--- src/rtl/dtmr_pkg.sv ---
package dtmr_pkg;
  localparam int CNT_W  = 32;
  localparam int ADDR_W = 8;
  localparam int NTMR   = 2;
  localparam int NSRC   = 4;
  localparam int STRIDE = 16;

  localparam logic [ADDR_W-1:0] A_DIV   = 8'h00;
  localparam logic [ADDR_W-1:0] A_CNT   = 8'h04;
  localparam logic [ADDR_W-1:0] A_CTRL  = 8'h08;
  localparam logic [ADDR_W-1:0] A_TIME  = 8'h38;
  localparam logic [ADDR_W-1:0] A_MASK  = 8'h48;
  localparam logic [ADDR_W-1:0] A_ACK   = 8'h4C;
  localparam logic [ADDR_W-1:0] A_RAW   = 8'h50;
  localparam logic [ADDR_W-1:0] A_MSKD  = 8'h54;

  typedef enum logic [1:0] {
    OP_LOAD = 2'd0,
    OP_HOLD = 2'd1,
    OP_RUN  = 2'd2,
    OP_RSVD = 2'd3
  } op_e;

  function automatic logic at_wrap(input logic [CNT_W-1:0] c);
    return c <= CNT_W'(1);
  endfunction

  function automatic logic [CNT_W-1:0] next_count(input logic [CNT_W-1:0] c,
                                                  input logic [CNT_W-1:0] d);
    return at_wrap(c) ? d : c - CNT_W'(1);
  endfunction

  function automatic logic pick_tick(input logic [2:0] code,
                                     input logic [NSRC-1:0] ticks);
    return code[2] ? ticks[code[1:0]] : 1'b0;
  endfunction
endpackage

--- src/rtl/dtmr_channel.sv ---
module dtmr_channel
  import dtmr_pkg::*;
(
  input  logic             clk,
  input  logic             rst_n,
  input  logic             div_we,
  input  logic             ctrl_we,
  input  logic [CNT_W-1:0] wdata,
  input  logic [NSRC-1:0]  tick_src,
  output logic [CNT_W-1:0] count,
  output logic             expire
);
  logic [CNT_W-1:0] div_q, cnt_q;
  op_e              op_q;
  logic [2:0]       src_q;
  logic             running, tick_sel, adv;

  assign running  = (op_q == OP_RUN);
  assign tick_sel = pick_tick(src_q, tick_src);
  assign adv      = running && tick_sel && !ctrl_we;
  assign expire   = adv && at_wrap(cnt_q);
  assign count    = cnt_q;

  always_ff @(posedge clk or negedge rst_n) begin
    if (!rst_n) begin
      div_q <= '0;
      cnt_q <= '0;
      op_q  <= OP_HOLD;
      src_q <= '0;
    end else begin
      if (div_we) div_q <= wdata;
      if (ctrl_we) begin
        op_q  <= op_e'(wdata[1:0]);
        src_q <= wdata[4:2];
        if (op_e'(wdata[1:0]) == OP_LOAD) cnt_q <= div_q;
      end else if (adv) begin
        cnt_q <= next_count(cnt_q, div_q);
      end
    end
  end


  hold_stable_chk: assert property (@(posedge clk) disable iff (!rst_n)
    (!running && !ctrl_we) |=> $stable(count));

  reload_chk: assert property (@(posedge clk) disable iff (!rst_n)
    expire |=> (count == $past(div_q)));

  load_copy_chk: assert property (@(posedge clk) disable iff (!rst_n)
    (ctrl_we && wdata[1:0] == 2'd0) |=> (count == $past(div_q)));

  no_source_chk: assert property (@(posedge clk) disable iff (!rst_n)
    (!src_q[2] && !ctrl_we) |=> $stable(count));
endmodule

--- src/rtl/dtmr_irq_unit.sv ---
module dtmr_irq_unit
  import dtmr_pkg::*;
(
  input  logic            clk,
  input  logic            rst_n,
  input  logic [NTMR-1:0] expire,
  input  logic            mask_we,
  input  logic            ack_we,
  input  logic [NTMR-1:0] wbits,
  output logic [NTMR-1:0] raw,
  output logic [NTMR-1:0] mask,
  output logic            irq
);
  logic [NTMR-1:0] raw_q, mask_q, clr;

  assign clr  = ack_we ? wbits : '0;
  assign raw  = raw_q;
  assign mask = mask_q;
  assign irq  = |(raw_q & mask_q);

  always_ff @(posedge clk or negedge rst_n) begin
    if (!rst_n) begin
      raw_q  <= '0;
      mask_q <= '0;
    end else begin
      raw_q <= (raw_q & ~clr) | expire;
      if (mask_we) mask_q <= wbits;
    end
  end

  generate
    for (genvar i = 0; i < NTMR; i++) begin : g_chk

      raw_set_chk: assert property (@(posedge clk) disable iff (!rst_n)
        expire[i] |=> raw[i]);

      ack_clear_chk: assert property (@(posedge clk) disable iff (!rst_n)
        (clr[i] && !expire[i]) |=> !raw[i]);
    end
  endgenerate


  mask_off_chk: assert property (@(posedge clk) disable iff (!rst_n)
    (mask_we && wbits == '0) |=> !irq);
endmodule

--- src/rtl/dtmr_dual_top.sv ---
module dtmr_dual_top
  import dtmr_pkg::*;
(
  input  logic              clk,
  input  logic              rst_n,
  input  logic              bus_sel,
  input  logic              bus_wr,
  input  logic [ADDR_W-1:0] bus_addr,
  input  logic [CNT_W-1:0]  bus_wdata,
  output logic [CNT_W-1:0]  bus_rdata,
  input  logic [NSRC-1:0]   tick_src,
  input  logic              time_tick,
  output logic              irq
);
  logic                  wr;
  logic [CNT_W-1:0]      cnt   [NTMR];
  logic [NTMR-1:0]       expire;
  logic [NTMR-1:0]       raw, mask;
  logic [CNT_W-1:0]      time_q;

  assign wr = bus_sel && bus_wr;

  generate
    for (genvar i = 0; i < NTMR; i++) begin : g_tmr
      localparam logic [ADDR_W-1:0] BASE = ADDR_W'(i * STRIDE);
      dtmr_channel u_ch (
        .clk      (clk),
        .rst_n    (rst_n),
        .div_we   (wr && bus_addr == (BASE | A_DIV)),
        .ctrl_we  (wr && bus_addr == (BASE | A_CTRL)),
        .wdata    (bus_wdata),
        .tick_src (tick_src),
        .count    (cnt[i]),
        .expire   (expire[i])
      );
    end
  endgenerate

  dtmr_irq_unit u_irq (
    .clk     (clk),
    .rst_n   (rst_n),
    .expire  (expire),
    .mask_we (wr && bus_addr == A_MASK),
    .ack_we  (wr && bus_addr == A_ACK),
    .wbits   (bus_wdata[NTMR-1:0]),
    .raw     (raw),
    .mask    (mask),
    .irq     (irq)
  );

  always_ff @(posedge clk or negedge rst_n) begin
    if (!rst_n)         time_q <= '0;
    else if (time_tick) time_q <= time_q + CNT_W'(1);
  end

  always_comb begin
    bus_rdata = '0;
    if (bus_sel && !bus_wr) begin
      unique case (bus_addr)
        A_CNT:            bus_rdata = cnt[0];
        A_CNT | 8'h10:    bus_rdata = cnt[1];
        A_TIME:           bus_rdata = time_q;
        A_MASK:           bus_rdata = CNT_W'(mask);
        A_RAW:            bus_rdata = CNT_W'(raw);
        A_MSKD:           bus_rdata = CNT_W'(raw & mask);
        default:          bus_rdata = '0;
      endcase
    end
  end


  time_step_chk: assert property (@(posedge clk) disable iff (!rst_n)
    time_tick |=> (time_q == $past(time_q) + CNT_W'(1)));
endmodule

--- config.mk ---
export PLATFORM = sky130hd
export DESIGN_NAME = dtmr_dual_top
export DESIGN_NICKNAME = d
export VERILOG_FILES = /design/src/rtl/dtmr_pkg.sv /design/src/rtl/dtmr_channel.sv /design/src/rtl/dtmr_irq_unit.sv /design/src/rtl/dtmr_dual_top.sv
export SDC_FILE = /design/constraint.sdc
export NUM_CORES = 1
export LEC_CHECK = 0
export CAP_MARGIN = 20
export CORE_MARGIN = 5
export CORE_UTILIZATION = 50
export DETAILED_ROUTE_END_ITERATION = 8
export DONT_BUFFER_PORTS = 1
export PLACE_DENSITY = 0.65
export SLEW_MARGIN = 30
export SYNTH_ARGS = -nofsm -noshare
export SYNTH_HDL_FRONTEND = slang
export SYNTH_HIERARCHICAL = 1
export SYNTH_SLANG_ARGS = --single-unit
--- constraint.sdc ---
create_clock -name clk -period 2.5 [get_ports clk]
set_clock_uncertainty 0.05 [all_clocks]
set_input_delay 0.5 -clock clk [delete_from_list [all_inputs] [get_ports clk]]
set_output_delay 0.5 -clock clk [all_outputs]
set_load 0.005 [all_outputs]
### Word level (Yosys, flattened, before mapping)

Cells that the tools add are included.

* register bits: 174
* input bits: 49
* logic and storage cells: 78

* add/subtract/negate cells: 3
* order comparisons: 4
* equality and inequality tests: 14
* muxes and demuxes: 17
* bitwise logic cells: 5
* reduce and logical (&&, ||, !) cells: 24

Operators by type and width (number)
* $mux W32: 9
* $pmux W32 S6: 1
* $le A32 B1 Y1 const B: 2
* $sub A32 B1 Y32 const B: 2
* $add A32 B1 Y32 const B: 1
* $eq A8 B7 Y1 const B: 4
* $eq A8 B5 Y1 const B: 3
* $logic_and A1 B1 Y1: 14
* $eq A8 B3 Y1 const B: 1
* $eq A8 B4 Y1 const B: 1
* $eq A8 B6 Y1 const B: 1
* $logic_not A8 Y1: 1
* $and A2 B2 Y2: 3
* $lt A2 B3 Y1 const B: 2
* $bmux W1 S2: 2
* $eq A2 B2 Y1 const B: 2
* $mux W1: 4
* $ne A2 B2 Y1 const B: 2
* $reduce_and A2 Y1: 2
* $reduce_bool A2 Y1: 2
* $logic_not A1 Y1: 3
* $logic_not A2 Y1: 1
* $mux W2: 1
* $not A2 Y2: 1
* 2 further kinds: 2

### Longest topological paths before layout

Gate-level depths: netlist (run 1).

* depth in word-level cells: 7
* mapped depth: 13
* mapped depth without buffers: 8

### Cells and area by module

Netlist (run 1), hierarchy kept.

By module, submodules not included
* dtmr_channel: instances 2, cells an instance 363, area each 3686.0 um^2, seq. area each 1727.9 um^2
* dtmr_dual_top: instances 1, cells an instance 379, area each 2912.8 um^2, seq. area each 800.8 um^2
* dtmr_irq_unit: instances 1, cells an instance 11, area each 161.4 um^2, seq. area each 100.1 um^2

### Worst setup path after synthesis (run 1)

Ideal clock, no wire load.

* path kind: input -> register
* start point: input port bus_addr[1]
* end point: register g_tmr[0].u_ch.cnt_q[9]
* arrival: 2990 ps
* slack: -665 ps
* stages on the path: 10
* cells stage by stage: or3_1 clkbuf_1 clkbuf_1 nor3_1 clkbuf_1 nor3b_1 a31o_2 clkbuf_1 o21ai_0 a221o_1

* cells in the longest elaborated chain, start to end: 6
* elaborated cells between the ends (all ways): 8

RTL lines
* start: declaration: RTL line dtmr_dual_top.sv:8 `input logic [ADDR_W-1:0] bus_addr,`
* $eq A8 B4 Y1 (*): RTL line dtmr_dual_top.sv:30 `.ctrl_we (wr && bus_addr == (BASE | A_CTRL)),`
* $logic_and A1 B1 Y1 (*): RTL line dtmr_dual_top.sv:30
* $logic_not A1 Y1: RTL line dtmr_channel.sv:20 `assign adv = running && tick_sel && !ctrl_we;`
* $logic_and A1 B1 Y1: RTL line dtmr_channel.sv:20
* $reduce_bool A2 Y1 (no source line)
* $reduce_and A2 Y1 (no source line)
* end signal: assignment: RTL line dtmr_channel.sv:35 `if (op_e'(wdata[1:0]) == OP_LOAD) cnt_q <= div_q;`
* end signal: assignment: RTL line dtmr_channel.sv:37 `cnt_q <= next_count(cnt_q, div_q);`
* end: declaration: RTL line dtmr_channel.sv:13 `logic [CNT_W-1:0] div_q, cnt_q;`

Mark *: on every way between the ends. The rest lies on a longest branch, timed or not.
A chain may end at the register's enable or synchronous reset.

### Worst setup path in the final report (run 1)

* start point: input port bus_addr[7]
* end point: output port bus_rdata[17]

* cells in the longest elaborated chain, start to end: 3
* elaborated cells between the ends (all ways): 8

RTL lines
* $eq A8 B7 Y1 (tied with other cells): RTL line dtmr_dual_top.sv:59 `unique case (bus_addr)`
* $pmux W32 S6 (*): RTL line dtmr_dual_top.sv:59
* $mux W32 (*): RTL line dtmr_dual_top.sv:58 `if (bus_sel && !bus_wr) begin`
* end: declaration: RTL line dtmr_dual_top.sv:10 `output logic [CNT_W-1:0] bus_rdata,`

Marks and branches as above.

==> results by group, run 1 <==
Clock network
  – Worst-path clk slew: about 0.080 ns
  – Clk buf depth: 2
  – Clock latency on the worst-skew pair: around 0.45 ns
  – CTS buffer count: 17
  – Clock sink count: 174
  – CTS tree: yes
  – Root buf cell: clkbuf_16
  – H-tree Lvls: 4

GRT
  – Number of global-route vias before repair: 9,430
  – Overflow after GRT: 0
  – Largest net degree at the start of global routing: 175
  – Gr usage total: a little under a third
  – Initial antenna violation count: 1
  – First-pass GRT wire length: 55,900 µm

Setup path
  – Worst reg2reg startpoint: g_tmr[0].u_ch/count[6]
  – Critical path class: in -> out
  – Flop2flop setup slack: -0.01 ns
  – Setup crit start kind: primary input
  – Crit. End Element: output port
  – CP max FO: 32
  – CP Data Arrival Time: just under 2 ns
  – Worst setup path startpoint: bus_addr[7]
  – Crit path capture: bus_rdata[17]
  – Worst r2r dst: g_tmr[0].u_ch/count[21]
  – WP data required: between 1.5 and 2 ns
  – R2r worst-path depth: 5

Placed design
  – PortBufs: 0
  – Worst slack at placement: -0.200 ns
  – Routability cong.: approximately 0.92
  – Area after DPL: between 0.01 and 0.015 mm²
  – Hpwl dp: 26,300 µm

Routing
  – Detail Route Antenna Nets: 0
  – Post-Route WL: ~36,000 µm
  – DR iter-0 viols: 1,109
  – Remaining DRCs: 0
  – Vias: between 9,000 and 10,000
  – Drt first pass iters: 5
  – Routed wire per std cell: 24.2 µm
  – Average vias per placed instance: 6.57

Synthesis
  – Synth Warn #: 6
  – Distinct cells, synth: 69
  – Mapped Area: about 0.010 mm²
  – Area contributors post-synth: dfrtp_1, mux2_2, nand2_1
  – Syn Nets: about 1,200
  – Cell taking the most area after synthesis: dfrtp_1
  – Yosys reg bits: ~170
  – Area share of the largest cell type after synthesis: about two fifths
  – Fraction of registers with async set/reset: 100%
  – Synthesized instance count: ~1,100
  – Sequential area share after synthesis: approximately two fifths
  – Top FF cell, synth: dfrtp_1
  – Syn_area_per_cell: 9.36 µm²
  – Number of synthesized flops with an enable pin: 0

Floorplanning
  – Initial core utilization: 51.1%
  – Row Count: 52
  – Chip Height: approximately 150 µm
  – Die area: about 0.024 mm²
  – I/O Pins: 82
  – Die width: 155 µm
  – Core area: ~0.02 mm²

Timing
  – Least-Margin Pin Slew: about 0.66 ns
  – Post-route setup slack: -0.0199 ns
  – Unrepaired setup endpoints after global routing: true
  – Relative slew slack: a little under three fifths
  – Top achievable clock speed: 397 MHz
  – Worst hold margin: -0.310 ns
  – Tmin final: about 2.5 ns
  – Period utilization: 101%
  – Hold Fails Final Rpt: 173
  – Max-slew violation count: 0
  – Count of final setup violators: 3

Cells and area
  – FILL cells: between 1,500 and 2,000
  – Fin area: 0.0128 mm²
  – Synthesis-to-finish area growth: 22.9%
  – Layout Nets: roughly 1,300
  – Finished Core Util: 62.8%
  – Share of layout cells above drive strength 1: 31.7%

Outcome
  – Status: finished with violations
  – Failing checks: negative hold slack, negative setup slack

Hold path
  – Hold crit path type: in -> async

Power
  – Worst VDD drop: ~460 µV
  – Leak: 5.34 nW
  – P per Cell Area: ~480 mW/mm²

Flow run
  – Number of max-cap violations: 0
[synthesized netlist by cell type (all sizes together) (20+ instances only)]
cell type and instances:
clkbuf 55, or3 23, mux2 75, nand2 122, or4 32, o21ai 54, nor2 40, nand3 79
nor4 32, a21oi 42, buf 36, nor3 60, inv 20, xnor2 25, dfrtp 172, nand4 44
[report_power, final]
group	internal [mW]	switching, mW	total, mW
logic	0.140	0.125	0.265
clock network	1.41	1.48	2.89
registers	2.90	0.107	3.01
total	4.45	1.72	6.17
[cell families after synthesis]
family,Yosys count,synth area share (%)
and+or+nand+nor,523,29.2
AOI/OAI and AO/OA,185,11.7
DFF,174,41.7
buffers and inverters,111,4.68
muxes,87,9.55
xor gates and xnor gates,31,2.60
adders and majority gates,5,0.599
[metal layers]
metal	part of all wire, %	vias up	routed length, µm	track usage, %
met4	2.7	0	960	8.41
met2	45	477	16300	45.8
met5	0	-	0	0
met1	43	4876	15400	43.4
met3	9.4	62	3390	6.71
li1	-	4398	-	-
[state kept, by name (all words and copies together), names as in the netlist]
register / flops
u_irq/raw: 2
time_q: 32
g_tmr.u_ch/div_q: 64
u_irq/mask: 2
g_tmr.u_ch/src_q: 6
g_tmr.u_ch/count: 64
g_tmr.u_ch/op_q: 4
[final cells by class]
class / count / area [µm²] / share of cell area (%)
multi-input combinational: 831 / 6040 / 47.1
sequential: 174 / 4360 / 34.0
timing repair buffer: 166 / 1380 / 10.7
clock buffer: 17 / 425 / 3.31
tap: 270 / 338 / 2.63
clock inverter: 15 / 215 / 1.68
inverter: 20 / 75.1 / 0.585
antenna: 1 / 2.50 / 0.0195
[what timing repair did]
item                                   4_1_cts  5_1_grt
pin swaps                                    2       13
resized for setup                           11       64
setup buffers                                1        3
setup endpoints to repair                   38       33
endpoints found under the hold margin      174      174
[critical path, cell delays in order]
cell and delay [ns]:
or3b_4 0.42, buf_4 0.27, nor3_1 0.33, o21ai_0 0.17, a21oi_2 0.15, buf_4 0.13
[cells in the final DEF, fill, tap and decap left out, types with 16 or more instances in the layout]
cell type and instances:
dfrtp_1 169, buf_4 155, nand2_1 120, nand3_1 78
mux2_2 73, nor3_1 50, nand4_1 44, nor2_1 38
o21ai_0 33, nor4_1 26, xnor2_1 25, a21oi_1 24
or4_1 24, inv_1 20, and4bb_2 19, a21oi_2 18
or3_1 18, and3_1 17, clkbuf_16 17, o211ai_1 16
[how the worst min path moves through the flow]
stage / startpoint / endpoint
detailed placement: rst_n / time_q[4]
global placement: rst_n / time_q[3]
finish: rst_n / time_q[11]
global route: rst_n / time_q[5]
floorplan: rst_n / g_tmr[0].u_ch/count[0]
CTS: rst_n / time_q[3]
[metrics by stage]
| step | instances | power, mW | TNS, ns | hold slack [ns] |
|---|---|---|---|---|
| 6_report | 1494 | 6.17 | -0.0394 | -0.310 |
| 5_1_grt | 1493 | 6.36 | -0.144 | -0.334 |
| 4_1_cts | 1490 | 6.19 | 0 | -0.325 |
| 3_5_place_dp | 1457 | 3.31 | -6.60 | 0.160 |
| 3_3_place_gp | 1457 | 3.30 | -4.76 | 0.159 |
| 2_1_floorplan | 1116 | 3.25 | -4.35 | 0.154 |
(Power assumes the default switching activity.)
==> inputs of run 2 (changes only) <==
CTS_BUF_LIST = sky130_fd_sc_hd__clkbuf_4 sky130_fd_sc_hd__clkbuf_8   (was unset)
==> run 2 against run 1 <==
Setup slack lost 0.0079 ns. Utilization shrank 0.96 points. Critical path type is now reg -> reg. The run still ends with negative hold slack, negative setup slack left. Sequential share of layout area grew 0.52 points.
==> results by group, run 2 (synthesis results as in run 1) <==
Clock network
  – Clk buf depth: 2 (unchanged)
  – H-tree Lvls: 4 (unchanged)
  – Root buf cell: clkbuf_8 (was clkbuf_16)
  – Worst-path clk slew: 0.12 ns (was 0.08 ns)
  – Clock sink count: 174 (unchanged)
  – Clock latency on the worst-skew pair: 0.49 ns (was 0.45 ns)
  – CTS buffer count: 17 (unchanged)
  – CTS tree: yes (unchanged)

Placed design
  – Hpwl dp: 26,300 µm (unchanged)
  – Routability cong.: 0.919 (unchanged)
  – PortBufs: 0 (unchanged)
  – Placed Cells: 1,457 (unchanged)

Cells and area
  – Antenna Diode Count: 0 (was 1)
  – Most common cell after layout, fill and taps aside: dfrtp_1 (unchanged)
  – Share of layout cells above drive strength 1: 31.8% (was 31.7%)
  – Layout Nets: 1,266 (was 1,264)
  – Most frequent cells in the layout: dfrtp_1, buf_4, nand2_1 (unchanged)
  – Non-filler cells, final: 1,495 (was 1,494)
  – Synthesis-to-finish area growth: 21.0% (was 22.9%)

Floorplanning
  – Initial core utilization: 51.1% (unchanged)
  – I/O Pins: 82 (unchanged)
  – Die area: 0.0239 mm² (unchanged)
  – Core area: 0.0204 mm² (unchanged)
  – Die width: 155 µm (unchanged)
  – Chip Height: 155 µm (unchanged)
  – Row Count: 52 (unchanged)

Routing
  – Vias: 9,785 (was 9,813)
  – Post-Route WL: 35,900 µm (was 36,100 µm)
  – DR iter-0 viols: 1,083 (was 1,109)
  – Routed wire per std cell: 24.0 µm (was 24.2 µm)
  – Detail Route Antenna Nets: 0 (unchanged)
  – Average vias per placed instance: 6.55 (was 6.57)
  – Drt first pass iters: 7 (was 5)
  – Remaining DRCs: 0 (unchanged)

Setup path
  – Crit. End Element: flip-flop (was output port)
  – Crit-path cells: or4_4 -> or3_4 -> or4_4 -> or4_4 -> nand4_1 (was or3b_4 -> buf_4 -> nor3_1 -> o21ai_0 -> a21oi_2 -> buf_4)
  – Setup crit start kind: flip-flop (was primary input)
  – Kind of cell adding the most delay to the critical path: simple AND/OR/NAND/NOR gates (unchanged)
  – Crit-path slowest cell: or4_4 (was or3b_4)
  – Worst path max stage delay: 0.55 ns (was 0.42 ns)
  – Critical path class: reg -> reg (was in -> out)
  – CP Data Arrival Time: 2.89 ns (was 1.97 ns)
  – Crit path buf inv count: 0 (was 2)
  – CP max FO: 4 (was 32)
  – Critical Path Most Common Cell: or4_4 (was buf_4)
  – WP data required: 2.86 ns (was 1.95 ns)

Hold path
  – Hold crit path type: in -> async (unchanged)

Power
  – P per Cell Area: 434 mW/mm² (was 481 mW/mm²)
  – Internal power: 3.86 mW (was 4.45 mW)
  – Switching Share: 29.6% (was 27.8%)
  – Leak: 5.24 nW (was 5.34 nW)
  – Sequential share of power: 54.9% (was 48.8%)
  – Logic pwr share: 4.8% (was 4.3%)
  – Sw Pwr: 1.63 mW (was 1.72 mW)
  – Worst VDD drop: 298 µV (was 457 µV)
  – Clock power share: 40.4% (was 46.9%)

Timing
  – Tmin final: 2.53 ns (was 2.52 ns)
  – Relative slew slack: 53.4% (was 55.7%)
  – Unrepaired setup endpoints after global routing: true (unchanged)
  – Period utilization: 101% (about the same)
  – Worst hold margin: -0.356 ns (was -0.310 ns)
  – Hold Fails Final Rpt: 174 (was 173)
  – Top achievable clock speed: 396 MHz (was 397 MHz)
  – Max-slew violation count: 0 (unchanged)
  – Post-route setup slack: -0.0278 ns (was -0.0199 ns)
  – Count of final setup violators: 1 (was 3)
  – Least-Margin Pin Slew: 0.693 ns (was 0.659 ns)

GRT
  – Gr usage total: 29.7% (was 30.1%)
  – Largest net degree at the start of global routing: 175 (unchanged)
  – Overflow after GRT: 0 (unchanged)
  – Initial antenna violation count: 1 (unchanged)
  – First-pass GRT wire length: 55,200 µm (was 55,900 µm)
  – Number of global-route vias before repair: 9,371 (was 9,430)

Outcome
  – Status: finished with violations (unchanged)
  – Failing checks: negative hold slack, negative setup slack (unchanged)

Flow run
  – Number of max-cap violations: 0 (unchanged)
[run 2: path summary, 6_finish.rpt]
kind | from | endpoint | slack, ns | depth (start not counted)
worst max-delay path | g_tmr[0].u_ch/count[6] | g_tmr[0].u_ch/count[21] | -0.03 | 5
min in group clk | time_tick | time_q[0] | 0.04 | 1
worst min-delay path | rst_n | time_q[11] | -0.36 | 0
worst max register to register | g_tmr[0].u_ch/count[6] | g_tmr[0].u_ch/count[21] | -0.03 | 5
worst min register to register | time_q[31] | time_q[31] | 0.43 | 1
max in group asynchronous | rst_n | g_tmr[0].u_ch/count[11] | 2.42 | 0
[run 2: per-layer routing]
metal	share of wire, %	up-vias	GRT usage (%)
met5	0.031	-	0
met4	2.5	2	8.37
met3	9.3	56	6.43
met2	45	485	44.9
met1	43	4848	43.1
li1	-	4394	-
[run 2: repair_timing]
action | CTS | global route
endpoints found under the hold margin | 174 | 174
gates resized for setup | 12 | 60
pin swaps | 2 | 13
setup buffers | 1 | 4
cloned | 0 | 1
setup endpoints to repair | 40 | 35
[run 2: power groups by stage]
stage	combinational (mW)	clock (mW)	sequential (mW)
CTS	0.252	2.25	3.01
detailed placement	0.250	0	3.06
global placement	0.243	0	3.06
global route	0.292	2.37	3.03
floorplan	0.223	0	3.03
finish	0.263	2.22	3.01
[run 2: worst register-to-register path, delay by kind of cell (launching register included)]
kind / cells / cell delay (ns)
DFF: 1 / 0.43
and+or+nand+nor: 5 / 1.98
[run 2: final cells by class]
cell class / count / area, µm²
Inverter: 20 / 75.1
Fill cell: 1745 / 7790
Multi-Input combinational cell: 832 / 6040
Clock inverter: 15 / 215
Clock buffer: 17 / 234
Tap cell: 270 / 338
Sequential cell: 174 / 4360
Timing Repair Buffer: 167 / 1380
[run 2: stage by stage]
step           area (µm²)  power [mW]  TNS (ns)  util (%)  worst slack, ns
6_report            12600        5.49   -0.0278      61.9          -0.0278
5_1_grt             12600        5.69    -0.189      61.9          -0.0746
4_1_cts             12300        5.51  -0.00223      60.4         -0.00223
3_5_place_dp        11800        3.31     -6.60      57.9           -0.200
3_3_place_gp        11800        3.30     -4.76      57.9           -0.193
2_1_floorplan       10800        3.25     -4.35         -           -0.161
==> inputs of run 3 (changes only) <==
CORE_UTILIZATION = 45   (was 50)
PLACE_DENSITY = 0.59   (was 0.65)
==> run 3 against run 2 <==
The run still ends with negative hold slack, negative setup slack left. Die area grew 10%. Combinational power is essentially flat. Global-route usage shrank 2.8 points. Register-to-register slack gained 0.03 ns. Non-clock buffer count shrank 9. Sequential share of layout area grew 0.33 points. Cell area shrank 0.99%. Sequential power is essentially flat. Maximum frequency shrank 1.8%. Utilization shrank 6.9 points. Critical path depth grew 1. Setup slack lost 0.046 ns. Critical endpoint is now bus_rdata[21]. Largest cell class unchanged.
==> results by group, run 3 (synthesis results as in run 1) <==
Floorplanning
  – Initial core utilization: 45.9% (was 51.1%)
  – Core area: 0.0228 mm² (was 0.0204 mm²)
  – Chip Height: 162 µm (was 155 µm)
  – Row Count: 55 (was 52)
  – Die area: 0.0264 mm² (was 0.0239 mm²)
  – I/O Pins: 82 (unchanged)
  – Die width: 162 µm (was 155 µm)

Power
  – Switching Share: 29.1% (was 29.6%)
  – Sw Pwr: 1.57 mW (was 1.63 mW)
  – P per Cell Area: 432 mW/mm² (was 434 mW/mm²)
  – Worst VDD drop: 399 µV (was 298 µV)
  – Sequential share of power: 55.7% (was 54.9%)
  – Clock power share: 39.5% (was 40.4%)
  – Tot Pwr: 5.41 mW (was 5.49 mW)
  – Internal power: 3.83 mW (was 3.86 mW)
  – Leak: 5.14 nW (was 5.24 nW)
  – Logic pwr share: 4.8% (about the same)

Setup path
  – R2r worst-path depth: 7 (was 5)
  – Flop2flop setup slack: 0 ns (was -0.03 ns)
  – CP max FO: 15 (was 4)
  – WP data required: 1.95 ns (was 2.86 ns)
  – Crit. End Element: output port (was flip-flop)
  – Critical path class: in -> out (was reg -> reg)
  – Worst reg2reg startpoint: g_tmr[0].u_ch/count[3] (was g_tmr[0].u_ch/count[6])
  – CP Data Arrival Time: 2.02 ns (was 2.89 ns)
  – Setup crit start kind: primary input (was flip-flop)
  – Worst setup path startpoint: bus_addr[1] (was g_tmr[0].u_ch/count[6])

Timing
  – Relative slew slack: 56.4% (was 53.4%)
  – Hold Fails Final Rpt: 172 (was 174)
  – Least-Margin Pin Slew: 0.650 ns (was 0.693 ns)
  – Max-slew violation count: 0 (unchanged)
  – Count of final setup violators: 7 (was 1)
  – Post-route setup slack: -0.0742 ns (was -0.0278 ns)
  – Tmin final: 2.57 ns (was 2.53 ns)
  – Unrepaired setup endpoints after global routing: true (unchanged)
  – Worst hold margin: -0.357 ns (was -0.356 ns)
  – Top achievable clock speed: 388 MHz (was 396 MHz)
  – Period utilization: 103% (was 101%)

Hold path
  – Hold crit path type: in -> async (unchanged)

Routing
  – Routed wire per std cell: 23.6 µm (was 24.0 µm)
  – Vias: 9,675 (was 9,785)
  – Average vias per placed instance: 6.33 (was 6.55)
  – Drt first pass iters: 5 (was 7)
  – Remaining DRCs: 0 (unchanged)
  – Detail Route Antenna Nets: 0 (unchanged)
  – DR iter-0 viols: 1,154 (was 1,083)
  – Post-Route WL: 36,100 µm (was 35,900 µm)

GRT
  – Largest net degree at the start of global routing: 175 (unchanged)
  – Initial antenna violation count: 1 (unchanged)
  – Overflow after GRT: 0 (unchanged)
  – Number of global-route vias before repair: 8,990 (was 9,371)
  – First-pass GRT wire length: 54,500 µm (was 55,200 µm)
  – Gr usage total: 26.9% (was 29.7%)

Cells and area
  – FILL cells: 2,061 (was 1,745)
  – Antenna Diode Count: 0 (unchanged)
  – Non-filler cells, final: 1,528 (was 1,495)
  – Multi-input logic area: 0.00593 mm² (was 0.00604 mm²)
  – Share of layout cells above drive strength 1: 29.9% (was 31.8%)
  – Most frequent cells in the layout: dfrtp_1, buf_4, nand2_1 (unchanged)
  – Fin area: 0.0125 mm² (was 0.0126 mm²)
  – Register area: 0.00436 mm² (about the same)
  – Synthesis-to-finish area growth: 19.8% (was 21.0%)
  – Layout Nets: 1,256 (was 1,266)
  – Most common cell after layout, fill and taps aside: dfrtp_1 (unchanged)

Outcome
  – Status: finished with violations (unchanged)
  – Failing checks: negative hold slack, negative setup slack (unchanged)

Placed design
  – Placed Cells: 1,486 (was 1,457)
  – Area after DPL: 0.0118 mm² (about the same)
  – Routability cong.: 0.945 (was 0.919)
  – Hpwl dp: 26,400 µm (was 26,300 µm)
  – PortBufs: 0 (unchanged)

Clock network
  – Clock sink count: 174 (unchanged)
  – Clock latency on the worst-skew pair: 0.49 ns (about the same)
  – Root buf cell: clkbuf_8 (unchanged)
  – H-tree Lvls: 4 (unchanged)
  – CTS buffer count: 17 (unchanged)
  – Clk buf depth: 2 (unchanged)
  – CTS tree: yes (unchanged)
  – Worst-path clk slew: 0.12 ns (about the same)

Flow run
  – Number of max-cap violations: 0 (unchanged)
## run 3: cell types whose count changed in the layout (fill, tap and decap cells not counted), moves of 3 or more
cell,delta
nor4bb_2,+4
buf_4,-12
nor3_1,+3
a21oi_1,+9
nor3_2,-3
o21ai_1,+5
o21ai_2,-3
nor4bb_4,-4
a21oi_2,-9
## run 3: final cells by class
class | count | share of cell area (%)
Clock buffer | 17 | 1.87
Clock inverter | 15 | 1.59
Sequential cell | 174 | 34.8
Tap cell | 313 | 3.13
Inverter | 20 | 0.600
Multi-Input combinational cell | 831 | 47.3
Timing Repair Buffer | 158 | 10.6
## run 3: worst paths after layout
check	to
worst max register to register	g_tmr[0].u_ch/count[17]
worst max-delay path	bus_rdata[21]
worst min-delay path	time_q[0]
min in group clk	time_q[0]
worst min register to register	time_q[31]
max in group asynchronous	g_tmr[1].u_ch/count[26]
## run 3: critical path: stages
cell     delay (ns)
or4b_4         0.60
and3b_2        0.34
buf_12         0.15
nand2_1        0.07
a21oi_2        0.20
buf_4          0.14
## run 3: power groups by stage
| stage | logic (mW) | registers, mW | clock network [mW] |
|---|---|---|---|
| 6_report | 0.260 | 3.01 | 2.14 |
| 5_1_grt | 0.286 | 3.03 | 2.30 |
| 4_1_cts | 0.258 | 3.01 | 2.18 |
| 3_5_place_dp | 0.256 | 3.06 | 0 |
| 3_3_place_gp | 0.248 | 3.06 | 0 |
| 2_1_floorplan | 0.223 | 3.03 | 0 |
## run 3: what timing repair did
item	in CTS	in global routing
endpoints found under the setup margin	38	36
gates resized for setup	16	36
gates cloned	0	1
buffers inserted	3	6
hold endpoints to repair	174	174
pin swaps	6	7
## run 3: stage by stage
stage	utilization [%]	setup TNS (ns)	worst slack (ns)
after floorplan	-	-4.35	-0.161
after global placement	51.8	-6.02	-0.281
after detailed placement	51.8	-7.42	-0.282
after CTS	54.0	-0.0857	-0.0621
after global routing	54.9	-0.891	-0.0857
final	54.9	-0.201	-0.0742
## run 3: routing by layer
| metal | track usage [%] | up-vias | wire length, µm |
|---|---|---|---|
| met1 | 38.7 | 4817 | 16000 |
| met2 | 40.1 | 421 | 16000 |
| met3 | 7.34 | 49 | 3270 |
| met4 | 7.38 | 2 | 829 |
| met5 | 0 | - | 13 |
| li1 | - | 4386 | - |
